--- src/rtl/mdu_hilo.sv ---
module mdu_hilo #(
  parameter int W = 32
) (
  input  logic         clk,
  input  logic         rst_n,
  input  logic         start,
  input  logic [2:0]   op,
  input  logic [W-1:0] opa,
  input  logic [W-1:0] opb,
  input  logic         rd_req,
  input  logic         rd_sel,
  output logic [W-1:0] rd_data,
  output logic         stall,
  output logic         busy
);

  localparam int CW = $clog2(W);
  localparam logic [CW-1:0] LAST = CW'(W - 1);
  localparam logic [2:0] OP_MULS = 3'd0, OP_MULU = 3'd1, OP_DIVS = 3'd2,
                         OP_DIVU = 3'd3, OP_WHI  = 3'd4, OP_WLO  = 3'd5;

  logic [W-1:0]  hi, lo;
  logic [W-1:0]  rem, quo, dvs;
  logic          neg_q, neg_r;
  logic [CW-1:0] cnt;

  logic is_mul, is_div, sgn, valid_op;
  assign is_mul   = (op == OP_MULS) || (op == OP_MULU);
  assign is_div   = (op == OP_DIVS) || (op == OP_DIVU);
  assign sgn      = (op == OP_MULS) || (op == OP_DIVS);
  assign valid_op = (op <= OP_WLO);

  logic [2*W-1:0] xa, xb, prod;
  assign xa   = {{W{sgn & opa[W-1]}}, opa};
  assign xb   = {{W{sgn & opb[W-1]}}, opb};
  assign prod = xa * xb;

  logic a_neg, b_neg;
  logic [W-1:0] mag_a, mag_b;
  assign a_neg = sgn & opa[W-1];
  assign b_neg = sgn & opb[W-1];
  assign mag_a = a_neg ? -opa : opa;
  assign mag_b = b_neg ? -opb : opb;

  logic [W:0]   sh;
  logic [W+1:0] diff;
  logic         ge;
  logic [W-1:0] nrem, nquo, fq, fr;
  assign sh   = {rem, quo[W-1]};
  assign diff = {1'b0, sh} - {2'b00, dvs};
  assign ge   = ~diff[W+1];
  assign nrem = ge ? diff[W-1:0] : sh[W-1:0];
  assign nquo = {quo[W-2:0], ge};
  assign fq   = neg_q ? -nquo : nquo;
  assign fr   = neg_r ? -nrem : nrem;

  always_ff @(posedge clk) begin
    if (!rst_n) begin
      hi <= '0; lo <= '0; rem <= '0; quo <= '0; dvs <= '0;
      neg_q <= 1'b0; neg_r <= 1'b0; cnt <= '0; busy <= 1'b0;
    end else if (start && valid_op) begin
      if (is_mul) begin
        {hi, lo} <= prod;
        busy <= 1'b0;
      end else if (is_div) begin
        rem   <= '0;
        quo   <= mag_a;
        dvs   <= mag_b;
        neg_q <= a_neg ^ b_neg;
        neg_r <= a_neg;
        cnt   <= '0;
        busy  <= 1'b1;
      end else if (op == OP_WHI) begin
        hi   <= opa;
        busy <= 1'b0;
      end else begin
        lo   <= opa;
        busy <= 1'b0;
      end
    end else if (busy) begin
      rem <= nrem;
      quo <= nquo;
      cnt <= cnt + 1'b1;
      if (cnt == LAST) begin
        hi   <= fr;
        lo   <= fq;
        busy <= 1'b0;
      end
    end
  end

  assign rd_data = rd_sel ? hi : lo;
  assign stall   = rd_req & busy;

  assert_div_busy_R4: assert property (@(posedge clk) disable iff (!rst_n)
    start && is_div |=> busy && cnt == '0);
  assert_mul_done_R2: assert property (@(posedge clk) disable iff (!rst_n)
    start && is_mul |=> !busy);
  assert_hold_R10: assert property (@(posedge clk) disable iff (!rst_n)
    busy && !start && cnt != LAST |=> busy && $stable(hi) && $stable(lo));
  assert_finish_R4: assert property (@(posedge clk) disable iff (!rst_n)
    busy && !start && cnt == LAST |=> !busy);
  assert_move_hi_R9: assert property (@(posedge clk) disable iff (!rst_n)
    start && op == OP_WHI |=> hi == $past(opa) && $stable(lo));
  assert_move_lo_R9: assert property (@(posedge clk) disable iff (!rst_n)
    start && op == OP_WLO |=> lo == $past(opa) && $stable(hi));
  assert_ignore_R12: assert property (@(posedge clk) disable iff (!rst_n)
    start && !valid_op && !busy |=> !busy && $stable(hi) && $stable(lo));
  assert_restart_R11: assert property (@(posedge clk) disable iff (!rst_n)
    busy && start && is_div |=> busy && cnt == '0);

endmodule

--- config.mk ---
export PLATFORM = sky130hd
export DESIGN_NAME = mdu_hilo
export DESIGN_NICKNAME = d
export VERILOG_FILES = /design/src/rtl/mdu_hilo.sv
export SDC_FILE = /design/constraint.sdc
export NUM_CORES = 2
export LEC_CHECK = 0
export ABC_AREA = 1
export ABC_CLOCK_PERIOD_IN_PS = 16700
export BUFFER_PORTS_ARGS = -buffer_cell sky130_fd_sc_hd__clkbuf_2
export CAP_MARGIN = 20
export CORE_MARGIN = 2
export CORE_UTILIZATION = 70
export DETAILED_ROUTE_END_ITERATION = 10
export HOLD_SLACK_MARGIN = 0.1
export PLACE_DENSITY_LB_ADDON = 0.3
export RECOVER_POWER = 50
export SLEW_MARGIN = 20
export SYNTH_ARGS = -nofsm -noshare
export SYNTH_HDL_FRONTEND = slang
export SYNTH_SLANG_ARGS = --single-unit
--- constraint.sdc ---
create_clock -name clk -period 16.7 [get_ports clk]
set_input_delay 1.67 -clock clk [delete_from_list [all_inputs] [get_ports clk]]
set_output_delay 1.67 -clock clk [all_outputs]
set_load 0.02 [all_outputs]
==> out/results.txt <==
met3 Use GR = 0.135
Post-synth EDFFs = 0
Final setup viols = 0
Clock Latency Late Sink = 460 ps
fin nets = 8326
Max Slew Vio Count = 418
residual DRC count = 0
number of gates resized after CTS = 0
delay-heaviest family, CP = adder cells
I/O Pins = 106
Reg clk slew, reported paths = 70 ps
initial antenna violation count = 14
Fin. Hold Viols = 0
DP HPWL = 137 mm
max cap viols = 8
WP buf/inv = 8
total number of vias = 47300
Die X = 278 µm
Post-synth ARST share = 0
Post-CTS Setup Bufs = 0
Die H = 278 µm
number of global-route vias before repair = 49900
DRT Pass-1 Iters = 9
clock buffer count from CTS = 17
met2 Use GR = 0.748
Worst slew margin = -2.03
R2R Setup Slk = 10460 ps
IO Port Bufs = 105
area taken by multi-input logic gates = 40700 µm²
Mapped Area = 52400 µm²
Mean Syn Cell Area = 7.45 µm²
register bit total from synthesis = 168
GRT Overall Usage = 0.476
RSZ-0062 raised after global routing = false
FF+latch area = 3360 µm²
Mapped Nets = 8482
Post-CTS Hold Fix Bufs = 0
Post-DRT Antenna Nets = 0
Worst Path Class, Setup = in -> reg
HP Class = reg -> reg
WL final = 179 mm
setup TNS = 0 ps
Seq/Total Area, Yosys = 0.0642
Area growth syn-to-layout = 2.84%
Worst setup EP type = flip-flop
Starting Density = 0.705
Synth cell types = 61
CP Data Arrival Time = 13080 ps
largest net degree at the start of global routing = 96
worst slew pin tran = 4550 ps
status = complete, but fails checks
clk root buf = clkbuf_16
Clock Path Buffers = 2
Placer Congestion = 1.07
ys flop type = dfxtp_1
failing checks = capacitance limit, slew limit
Congestion Overflow GR = 0
CP max stage delay = 1890 ps
met1 Usage GRT = 0.563
TritonCTS clock tree = built
# H-tree levels = 4
Critical Path RT = 17020 ps
Wirelength per Cell = 22.7 µm
Clock Sinks = 168
yosys warns = 0
fraction of layout cells with a size suffix above 1 = 0.0443
Max Fanout on Critical Path = 39
DR iter-0 viols = 5083
first-pass GRT wire length = 278 mm
Via density = 6.01
crit path max-delay cell type = clkbuf_1
minimum clock period = 12760 ps
# fillers = 5829
total die area = 77100 µm²
busiest metal layer after global routing = met2
row cnt = 100
startpoint types = primary input
Mapped Cells = 7034
Final Skew = 18.6 ps
Final period util = 0.764
Peak Freq = 78.4 MHz
core box area = 74300 µm²
Critical Path Most Common Cell = fa_1
[kinds of logic (layout without fill, tap and decap cells)]
logic type	count (synthesis)	in the layout	share of synthesized area
flip-flops	168	168	0.0642
adder cells (fa/ha/maj)	1376	1376	0.490
buffers and inverters	2211	2067	0.159
XOR/XNOR	89	89	0.0149
AND/OR/NAND/NOR	2422	2422	0.188
AO/OA/AOI/OAI	754	754	0.0810
multiplexers	14	14	0.00301
other	0	6	0
[cell type report]
type                            instances  area share
Antenna cell                            6    0.000279
Clock inverter                         10     0.00183
Inverter                             1846       0.129
Timing Repair Buffer                  190      0.0207
Clock buffer                           21     0.00817
Tap cell                              969      0.0225
Sequential cell                       168      0.0624
Multi-Input combinational cell       4655       0.756
[state kept, by name (all words and copies together), names as in the netlist]
register / cells
dvs: 32
hi: 32
lo: 32
quo: 32
rem: 32
cnt: 5
busy: 1
neg_q: 1
neg_r: 1
[per-layer routing]
layer / up-vias / wire length, µm
met5: - / 93
met1: 22700 / 59600
li1: 20300 / -
met3: 976 / 22800
met4: 16 / 16300
met2: 3319 / 80100
[synth_stat cells, drive strengths merged (15+ instances only)]
master | n | share of area
xnor2 | 28 | 0.0047
nand3b | 16 | 0.0023
a21oi | 318 | 0.031
nand3 | 172 | 0.017
inv | 1839 | 0.13
a21o | 15 | 0.0021
nor3 | 52 | 0.0053
o21ai | 266 | 0.026
fa | 1126 | 0.43
buf | 98 | 0.0078
nand2 | 1734 | 0.13
a31oi | 45 | 0.0054
clkbuf | 267 | 0.019
nand4 | 50 | 0.0060
or2 | 29 | 0.0035
ha | 250 | 0.060
dfxtp | 168 | 0.064
o211ai | 17 | 0.0024
o221ai | 19 | 0.0032
xor2 | 61 | 0.010
nor2 | 355 | 0.027
[per-stage QoR]
| step | setup slack, ps | util | hold slack [ps] | instances | cell area [µm²] |
|---|---|---|---|---|---|
| final | 3940 | 0.725 | 453 | 7865 | 53900 |
| after global routing | 3700 | 0.725 | 492 | 7862 | 53900 |
| after CTS | 6800 | 0.725 | 454 | 7856 | 53900 |
| after detailed placement | 6370 | 0.718 | 444 | 7825 | 53400 |
| after global placement | 6360 | 0.718 | 442 | 7825 | 53400 |
| after floorplan | 7520 | - | 424 | 7034 | 52400 |
[cells in the final DEF (no fill, tap or decap), types with 17 or more instances in the layout]
| cell type | instances |
|---|---|
| nor3_1 | 50 |
| clkbuf_2 | 94 |
| fa_1 | 1126 |
| clkbuf_16 | 17 |
| or2_2 | 26 |
| a21oi_1 | 313 |
| o21ai_0 | 242 |
| xnor2_1 | 28 |
| o221ai_1 | 19 |
| o211ai_1 | 17 |
| nand4_1 | 50 |
| nand3_1 | 167 |
| a31oi_1 | 45 |
| nand2_2 | 18 |
| o21ai_1 | 20 |
| nand2_1 | 1715 |
| dfxtp_1 | 168 |
| xor2_1 | 61 |
| buf_4 | 75 |
| nor2_1 | 335 |
| inv_1 | 1828 |
| clkbuf_1 | 24 |
| ha_1 | 250 |
[worst paths after layout]
check,depth (start not counted),start,endpoint
setup reg to reg,19,dvs[23],lo[28]
hold reg to reg,2,lo[4],lo[4]
setup / recovery,32,op[2],hi[18]
hold / removal,2,lo[4],lo[4]
[worst reg2reg max path, cell delays in order, from the launching register on]
cell and delay (ps):
dfxtp_1 340, inv_1 90, ha_1 370, nand2_2 120
inv_1 40, a21oi_1 200, nand2_1 140, a21oi_4 410
nand3_4 650, inv_2 460, ha_1 230, nand3_1 120
nor2_1 290, nand4_1 230, nor3_1 510, nand3_1 290
o41ai_1 890, o21ai_0 280, nand3b_1 230, a31oi_1 290
Power is not shown: default switching activity piles up to over one toggle a cycle in this logic, so the estimate is an artifact.
